**config.mk**
```make
export PLATFORM = sky130hd
export DESIGN_NAME = delay_timer
export DESIGN_NICKNAME = d
export VERILOG_FILES = /design/src/rtl/timer_pkg.sv /design/src/rtl/timer_edge.sv /design/src/rtl/timer_counter.sv /design/src/rtl/timer_mode_ctrl.sv /design/src/rtl/delay_timer.sv
export SDC_FILE = /design/constraint.sdc
export NUM_CORES = 1
export LEC_CHECK = 0
export ABC_CLOCK_PERIOD_IN_PS = 2600
export CAP_MARGIN = 20
export CORE_ASPECT_RATIO = 1.4
export CORE_MARGIN = 4
export CORE_UTILIZATION = 63
export CTS_CLUSTER_DIAMETER = 40
export DETAILED_ROUTE_END_ITERATION = 10
export PLACE_DENSITY = 0.8
export RECOVER_POWER = 25
export REMOVE_ABC_BUFFERS = 1
export SLEW_MARGIN = 25
export SYNTH_ARGS = -nofsm -noshare
export SYNTH_HDL_FRONTEND = slang
export SYNTH_HIERARCHICAL = 1
export SYNTH_SLANG_ARGS = --single-unit
```
**constraint.sdc**
```tcl
create_clock -name clk_i -period 2.6 [get_ports clk_i]
set_input_delay 0.78 -clock clk_i [delete_from_list [all_inputs] [get_ports clk_i]]
set_output_delay 0.78 -clock clk_i [all_outputs]
set_load 0.02 [all_outputs]
```
**src/rtl/timer_pkg.sv**
```systemverilog
package timer_pkg;

  typedef enum logic [1:0] {
    MODE_ON      = 2'b00,
    MODE_OFF     = 2'b01,
    MODE_DUAL    = 2'b10,
    MODE_ONESHOT = 2'b11
  } mode_e;

  // decade steps, then x60 and x3600 families
  function automatic int unsigned sel_to_ticks(input logic [2:0] sel,
                                               input int unsigned base);
    int unsigned mult;
    case (sel)
      3'd0:    mult = 1;
      3'd1:    mult = 10;
      3'd2:    mult = 100;
      3'd3:    mult = 60;
      3'd4:    mult = 600;
      3'd5:    mult = 6000;
      3'd6:    mult = 3600;
      default: mult = 36000;
    endcase
    return base * mult;
  endfunction

endpackage

```
**src/rtl/timer_edge.sv**
```systemverilog
module timer_edge (
  input  logic clk_i,
  input  logic rst_ni,
  input  logic trig_i,
  output logic rise_o,
  output logic fall_o
);
  logic trig_s, trig_d;

  always_ff @(posedge clk_i or negedge rst_ni) begin
    if (!rst_ni) begin
      trig_s <= 1'b0;
      trig_d <= 1'b0;
    end else begin
      trig_s <= trig_i;
      trig_d <= trig_s;
    end
  end

  assign rise_o = trig_s & ~trig_d;
  assign fall_o = ~trig_s & trig_d;

  // an edge is reported for exactly one cycle
  p_single_rise_r2: assert property (@(posedge clk_i) disable iff (!rst_ni)
    rise_o |=> !rise_o);
  p_single_fall_r2: assert property (@(posedge clk_i) disable iff (!rst_ni)
    fall_o |=> !fall_o);

endmodule

```
**src/rtl/timer_counter.sv**
```systemverilog
module timer_counter #(
  parameter int unsigned BASE_COUNT = 1000,
  parameter int unsigned CNT_W      = 26
) (
  input  logic       clk_i,
  input  logic       rst_ni,
  input  logic       tick_i,
  input  logic       start_i,
  input  logic       abort_i,
  input  logic [2:0] sel_i,
  output logic       done_o,
  output logic       busy_o
);
  logic [CNT_W-1:0] cnt_q;
  logic             active_q;
  logic [CNT_W-1:0] load_val;
  logic             last_tick;

  assign load_val  = CNT_W'(timer_pkg::sel_to_ticks(sel_i, BASE_COUNT));
  assign last_tick = active_q & tick_i & (cnt_q == CNT_W'(1));
  assign done_o    = last_tick;
  assign busy_o    = active_q;

  always_ff @(posedge clk_i or negedge rst_ni) begin
    if (!rst_ni) begin
      cnt_q    <= '0;
      active_q <= 1'b0;
    end else if (start_i) begin
      cnt_q    <= load_val;
      active_q <= 1'b1;
    end else if (abort_i) begin
      active_q <= 1'b0;
    end else if (active_q && tick_i) begin
      if (cnt_q == CNT_W'(1)) active_q <= 1'b0;
      else                    cnt_q    <= cnt_q - CNT_W'(1);
    end
  end

  // without a tick the count holds
  p_tick_gate_r2: assert property (@(posedge clk_i) disable iff (!rst_ni)
    (active_q && !tick_i && !start_i && !abort_i) |=> ($stable(cnt_q) && active_q));
  // a running count never reaches zero
  p_no_zero_r2: assert property (@(posedge clk_i) disable iff (!rst_ni)
    active_q |-> (cnt_q != '0));
  // busy only rises on a start
  p_busy_src_r9: assert property (@(posedge clk_i) disable iff (!rst_ni)
    $rose(active_q) |-> $past(start_i));

endmodule

```
**src/rtl/timer_mode_ctrl.sv**
```systemverilog
module timer_mode_ctrl
  import timer_pkg::*;
(
  input  logic  clk_i,
  input  logic  rst_ni,
  input  mode_e mode_i,
  input  logic  rise_i,
  input  logic  fall_i,
  input  logic  done_i,
  input  logic  clr_i,
  output logic  start_o,
  output logic  abort_o,
  output logic  out_o
);
  logic out_q, tgt_q, tgt_d;
  logic set_out, out_val;

  always_comb begin
    start_o = 1'b0;
    abort_o = 1'b0;
    set_out = 1'b0;
    out_val = 1'b1;
    tgt_d   = tgt_q;
    case (mode_i)
      MODE_ON: begin
        if (rise_i) begin
          start_o = 1'b1; tgt_d = 1'b0;
        end else if (fall_i) begin
          abort_o = 1'b1; set_out = 1'b1; out_val = 1'b1;
        end
      end
      MODE_OFF: begin
        if (fall_i) begin
          start_o = 1'b1; tgt_d = 1'b1;
        end else if (rise_i) begin
          abort_o = 1'b1; set_out = 1'b1; out_val = 1'b0;
        end
      end
      MODE_DUAL: begin
        if (rise_i) begin
          start_o = 1'b1; tgt_d = 1'b0;
        end else if (fall_i) begin
          start_o = 1'b1; tgt_d = 1'b1;
        end
      end
      MODE_ONESHOT: begin
        if (rise_i) begin
          start_o = 1'b1; tgt_d = 1'b1; set_out = 1'b1; out_val = 1'b0;
        end
      end
      default: ;
    endcase
    if (clr_i) begin
      start_o = 1'b0;
      abort_o = 1'b1;
      set_out = 1'b0;
      tgt_d   = tgt_q;
    end
  end

  always_ff @(posedge clk_i or negedge rst_ni) begin
    if (!rst_ni) begin
      out_q <= 1'b1;
      tgt_q <= 1'b1;
    end else begin
      tgt_q <= tgt_d;
      if (clr_i)                               out_q <= 1'b1;
      else if (set_out)                        out_q <= out_val;
      else if (done_i && !start_o && !abort_o) out_q <= tgt_q;
    end
  end

  assign out_o = out_q;

  // one-shot falling edges leave the output alone
  p_ost_fall_r8: assert property (@(posedge clk_i) disable iff (!rst_ni)
    (mode_i == MODE_ONESHOT && fall_i && !clr_i && !done_i) |=> $stable(out_q));
  // in dual mode the output moves only on completion
  p_dual_done_r6: assert property (@(posedge clk_i) disable iff (!rst_ni)
    (!$stable(out_q) && $past(mode_i) == MODE_DUAL && !$past(clr_i)) |-> $past(done_i));
  // on-delay falling edge returns output high
  p_ond_abort_r4: assert property (@(posedge clk_i) disable iff (!rst_ni)
    (mode_i == MODE_ON && fall_i) |=> out_q);
  // one-shot rise drives output low
  p_ost_rise_r7: assert property (@(posedge clk_i) disable iff (!rst_ni)
    (mode_i == MODE_ONESHOT && rise_i && !clr_i) |=> !out_q);

endmodule

```
**src/rtl/delay_timer.sv**
```systemverilog
module delay_timer #(
  parameter int unsigned BASE_COUNT = 1000
) (
  input  logic       clk_i,
  input  logic       rst_ni,
  input  logic       tick_i,
  input  logic       clr_i,
  input  logic [1:0] mode_i,
  input  logic [2:0] sel_i,
  input  logic       trig_i,
  output logic       out_o,
  output logic       out_n_o,
  output logic       busy_o
);
  localparam int unsigned MAX_TICKS = BASE_COUNT * 36000;
  localparam int unsigned CNT_W     = $clog2(MAX_TICKS + 1);

  logic rise, fall, start, abort, done, out_main;

  timer_edge u_edge (
    .clk_i  (clk_i),
    .rst_ni (rst_ni),
    .trig_i (trig_i),
    .rise_o (rise),
    .fall_o (fall)
  );

  timer_mode_ctrl u_ctrl (
    .clk_i   (clk_i),
    .rst_ni  (rst_ni),
    .mode_i  (timer_pkg::mode_e'(mode_i)),
    .rise_i  (rise),
    .fall_i  (fall),
    .done_i  (done),
    .clr_i   (clr_i),
    .start_o (start),
    .abort_o (abort),
    .out_o   (out_main)
  );

  timer_counter #(
    .BASE_COUNT (BASE_COUNT),
    .CNT_W      (CNT_W)
  ) u_cnt (
    .clk_i   (clk_i),
    .rst_ni  (rst_ni),
    .tick_i  (tick_i),
    .start_i (start),
    .abort_i (abort),
    .sel_i   (sel_i),
    .done_o  (done),
    .busy_o  (busy_o)
  );

  assign out_o   = out_main;
  assign out_n_o = ~out_main;

  // clear leaves the block idle
  p_clr_idle_r10: assert property (@(posedge clk_i) disable iff (!rst_ni)
    clr_i |=> (out_o && !busy_o));
  // completion ends busy
  p_done_idle_r9: assert property (@(posedge clk_i) disable iff (!rst_ni)
    (done && !start && !abort) |=> !busy_o);

endmodule

```
==> results of run 1 <==
Yosys cell counts, types with 3 or more instances:
| library cell | n |
|---|---|
| ha_1 | 50 |
| inv_1 | 49 |
| nand2_1 | 40 |
| nor2_1 | 37 |
| dfrtp_1 | 29 |
| o21ai_0 | 28 |
| xnor2_1 | 24 |
| xor2_1 | 19 |
| fa_1 | 17 |
| a21oi_1 | 15 |
| nor3_1 | 14 |
| clkbuf_1 | 11 |
| nand2b_1 | 9 |
| a21o_1 | 8 |
| mux2i_1 | 8 |
| nand3_1 | 8 |
| nor2b_1 | 7 |
| a211oi_1 | 6 |
| a31oi_1 | 5 |
| nand4_1 | 5 |
| nor4_1 | 5 |
| and2_1 | 4 |
| and4_1 | 4 |
| nand3b_1 | 4 |
| o21bai_1 | 4 |
| nand4b_1 | 3 |
| o21a_1 | 3 |
| o31ai_1 | 3 |
| or3_1 | 3 |
stage by stage:
step	setup TNS [ps]	cells	hold slack, ps
after floorplan	-31580	454	360
after detailed placement	-46080	670	411
after global placement	-42600	670	367
cell families after synthesis:
| logic type | Yosys count | synth area share [%] |
|---|---|---|
| buffers and inverters | 61 | 5.83 |
| AO/OA/AOI/OAI | 87 | 14.1 |
| other | 2 | 0.191 |
| adder cells (fa/ha/maj) | 67 | 24.6 |
| multiplexers | 10 | 2.61 |
| XOR/XNOR | 43 | 9.58 |
| AND/OR/NAND/NOR | 162 | 23.3 |
| flip-flops | 31 | 19.8 |
==> impl_metrics.py, run 1 <==
metrics = {
    "synthesis": {
        "synth_cells": 463,
        "syn_area_mm2": 0.00393,
        "yosysTopAreaCell": "dfrtp_1",
        "synth-edff-count": 0,
        "ys_seq_area_share_pct": 19.8,
        "synth_area_leaders": "dfrtp_1 18%, ha_1 16%, fa_1 8.7%",
        "synth_seq_cells": 31,
        "ys_types": 62,
        "synth_ff_type": "dfrtp_1",
        "yosysWarnings": 6,
        "syn_area_per_cell_um2": 8.49,
        "synth_top_area_share_pct": 18.5,
        "async_reset_ff_share_pct": 100,
    },
    "die": {
        "pin_count": 13,
        "std_cell_rows": 33,
        "start_util_pct": 66.1,
        "die_y_um": 101,
        "die_w_um": 74.8,
    },
    "clock_tree": {
        "htree_levels": 2,
        "cts_setup_buffers": 26,
        "root_buffer": "clkbuf_8",
        "numCtsBuffers": 5,
        "cts_sinks": 31,
        "cts_resized": 143,
        "hold_buffers": 0,
        "cts_buffer_depth": 2,
    },
    "status": {
        "haltStage": "4_1_cts",
        "status": "stopped before the end",
        "error_line": "[ERROR DPL-0033] detailed placement checks failed during check placement.",
    },
    "placement": {
        "port-buffer-count": 12,
        "dp_hpwl_um": 9870,
        "gp_congestion": 0.992,
        "placed_area_mm2": 0.00511,
        "pre_cts_slack_ps": -3150,
    },
}
==> run 2, diff against run 1 <==
- CORE_ASPECT_RATIO: 1.4 -> unset
- CORE_UTILIZATION: 63 -> 40
- CTS_CLUSTER_DIAMETER: 40 -> unset
- PLACE_DENSITY: 0.8 -> unset
- PLACE_DENSITY_LB_ADDON: unset -> 0.15
==> impl_metrics.py, run 2 <==
metrics = {
    "cells_and_area": {
        "final_common_cell": "buf_4",
        "nFillCells": 824,
        "area.growth.synth_to_final_pct": 51.3,
        "final_area_mm2": 0.00594,
        "largest_reg_flops": 26,
        "top_register": "u_cnt/cnt_q",
        "final_cell_mix": "130 x buf_4, 36 x ha_1, 35 x nand2_1, 33 x inv_1, 32 x nor2_1",
        "diodes": 0,
        "drive_above_1_share_pct": 40.9,
        "nNetsFinal": 697,
    },
    "synthesis": {
        "syn_area_per_cell_um2": 8.49,
        "yosysWarnings": 6,
        "synth_commonest_cells": "50 x ha_1, 49 x inv_1, 40 x nand2_1, 37 x nor2_1, 29 x dfrtp_1",
        "ys_seq_area_share_pct": 19.8,
        "synth-edff-count": 0,
        "yosysTopAreaCell": "dfrtp_1",
        "synth_ff_type": "dfrtp_1",
        "synth_cells": 463,
        "synth_seq_cells": 31,
        "syn_area_mm2": 0.00393,
        "synth_top_area_share_pct": 18.5,
        "ys_types": 62,
        "async_reset_ff_share_pct": 100,
        "synth_area_leaders": "dfrtp_1 18%, ha_1 16%, fa_1 8.7%",
        "synth.most_common_cell": "ha_1",
    },
    "clock_tree": {
        "htree_levels": 2,
        "cts_buffer_depth": 2,
        "cts_sinks": 31,
        "numCtsBuffers": 5,
        "path_clk_slew_ps": 70,
        "cts_tree": "built",
        "root_buffer": "clkbuf_8",
        "clock_latency_ps": 270,
    },
    "die": {
        "die_y_um": 107,
        "dieArea_mm2": 0.0115,
        "core-area_mm2": 0.00942,
        "start_util_pct": 41.7,
        "std_cell_rows": 35,
        "pin_count": 13,
        "die_w_um": 107,
    },
    "power": {
        "power.leakage_nw": 2.83,
        "swShare_pct": 39.9,
        "ir_drop_uv": 284,
        "p_sw_mw": 1.39,
        "seqPwrFrac_pct": 24.3,
        "intPower_mw": 2.10,
        "powerDensity_mw_per_mm2": 586,
        "clock_power_share_pct": 11.8,
        "combPwrFrac_pct": 63.9,
    },
    "worst_setup_path": {
        "endpoint_kind": "register",
        "arrival_ps": 4720,
        "crit_required_ps": 2760,
        "reg2reg_depth": 12,
        "worstSetupStartpoint": "sel_i[0]",
        "reg2reg_setup_slack_ps": 180,
        "endpoint": "u_cnt/cnt_q[24]",
        "r2r_end": "u_ctrl/out_o",
        "path_class": "input port to register",
        "start_kind": "input port",
        "cp_max_fo": 3,
        "r2r_start": "u_edge/trig_d",
    },
    "placement": {
        "placed_area_mm2": 0.00512,
        "gp_congestion": 0.834,
        "dp_hpwl_um": 8070,
        "port-buffer-count": 12,
    },
    "global_route": {
        "grtUsageTotal_pct": 18.9,
        "grt_max_degree": 32,
        "antenna_found_initial": 0,
        "first_global_vias": 3885,
        "grt_overflow_total": 0,
        "grt_first_pass_wirelength_um": 17800,
    },
    "drt": {
        "vias": 3779,
        "drt-total-wl_um": 10700,
        "drc": 0,
        "ant_nets": 0,
        "wl_per_cell_um": 14.3,
        "vias_per_cell": 5.04,
        "dr.pass1.iters": 4,
        "drtIter0Drc": 108,
    },
    "timing": {
        "fin_crit_sh_pct": 176,
        "setup_viol": 15,
        "fin_crit_ps": 4560,
        "hold_viol_final": 0,
        "worstMarginPinSlew_ps": 818,
        "max_freq_mhz": 219,
        "slew_headroom_pct": 45.0,
        "finalMaxSlewViolations": 0,
        "layout_setup_ws_ps": -1960,
        "skew_ps": 7.52,
        "hold_ws_ps": 390,
        "rsz0062_at_grt": "yes",
    },
    "status": {
        "violations": "negative setup slack",
        "status": "finished, violations left",
    },
    "flow_run": {
        "drv_cap": 0,
    },
    "worst_hold_path": {
        "hp-class": "register to register",
    },
}
run 2: cell counts after synthesis:
Identical to the previous run, type by type.
run 2: worst min-delay path by stage:
stage,cells after the start,start,slack [ps],to
after floorplan,0,u_edge/trig_s,360,u_edge/trig_d
after global placement,0,u_edge/trig_s,370,u_edge/trig_d
after detailed placement,0,u_edge/trig_s,380,u_edge/trig_d
after CTS,0,u_edge/trig_s,400,u_edge/trig_d
after global routing,0,u_edge/trig_s,410,u_edge/trig_d
final,0,u_edge/trig_s,390,u_edge/trig_d
run 2: timing repair:
| action | CTS | global route |
|---|---|---|
| endpoints found under the setup margin | 24 | 22 |
| pin swaps | 58 | 28 |
| setup buffers | 16 | 7 |
| hold buffers | 0 | 0 |
| gates resized for setup | 123 | 38 |
run 2: layout make-up:
type                    count  area [um^2]  share of cell area [%]
repair buffers            159         1310                    22.0
well taps                 129          161                    2.72
inverters                  50          203                    3.41
flip-flops and latches     31          778                    13.1
clock buffers               8          100                    1.68
multi-input cells         373         3390                    57.1
run 2: stage by stage:
stage | TNS, ps | util [%] | setup WS (ps) | power (mW) | std cells
finish | -24870 | 63.1 | -1960 | 3.49 | 750
detailed placement | -44450 | 54.4 | -2970 | 2.61 | 720
CTS | -23340 | 61.4 | -1860 | 3.38 | 744
global route | -26630 | 63.1 | -2080 | 3.79 | 750
global placement | -43510 | 54.4 | -2900 | 2.57 | 720
floorplan | -31580 | - | -2370 | 1.90 | 454
run 2: power groups by stage:
stage	registers [mW]	logic, mW	clock network [mW]
after floorplan	0.817	1.08	0
after detailed placement	0.849	1.76	0
after CTS	0.845	2.11	0.428
after global placement	0.840	1.73	0
after global routing	0.876	2.45	0.457
final	0.846	2.23	0.413
run 2: cell families (layout without fill, tap and decap cells):
kind of cell / after synthesis / after routing / synth area share (%)
AOI/OAI and AO/OA: 87 / 87 / 14.1
and+or+nand+nor: 162 / 162 / 23.3
DFF: 31 / 31 / 19.8
adders and majority gates: 67 / 67 / 24.6
muxes: 10 / 10 / 2.61
other: 2 / 4 / 0.191
xor gates and xnor gates: 43 / 43 / 9.58
buffers and inverters: 61 / 217 / 5.83
run 2: critical path: stages:
cell and delay [ps]:
buf_8 80, inv_4 30, or3_4 410, fa_2 580, fa_1 470, fa_2 590
inv_2 50, ha_4 230, a21o_1 180, ha_4 220, buf_6 120, o211ai_1 70
buf_4 160, a31oi_4 90, a211oi_2 240, buf_4 160, nor4b_4 180, nor3_1 70
run 2: per-layer routing:
metal | routed length [um] | global-route usage, % | share of wire, %
met5 | 0 | 0 | 0
met4 | 136 | 4.75 | 1.3
met3 | 153 | 1.44 | 1.4
met2 | 5570 | 34.5 | 52
met1 | 4860 | 23.9 | 45
(Power assumes the default switching activity.)
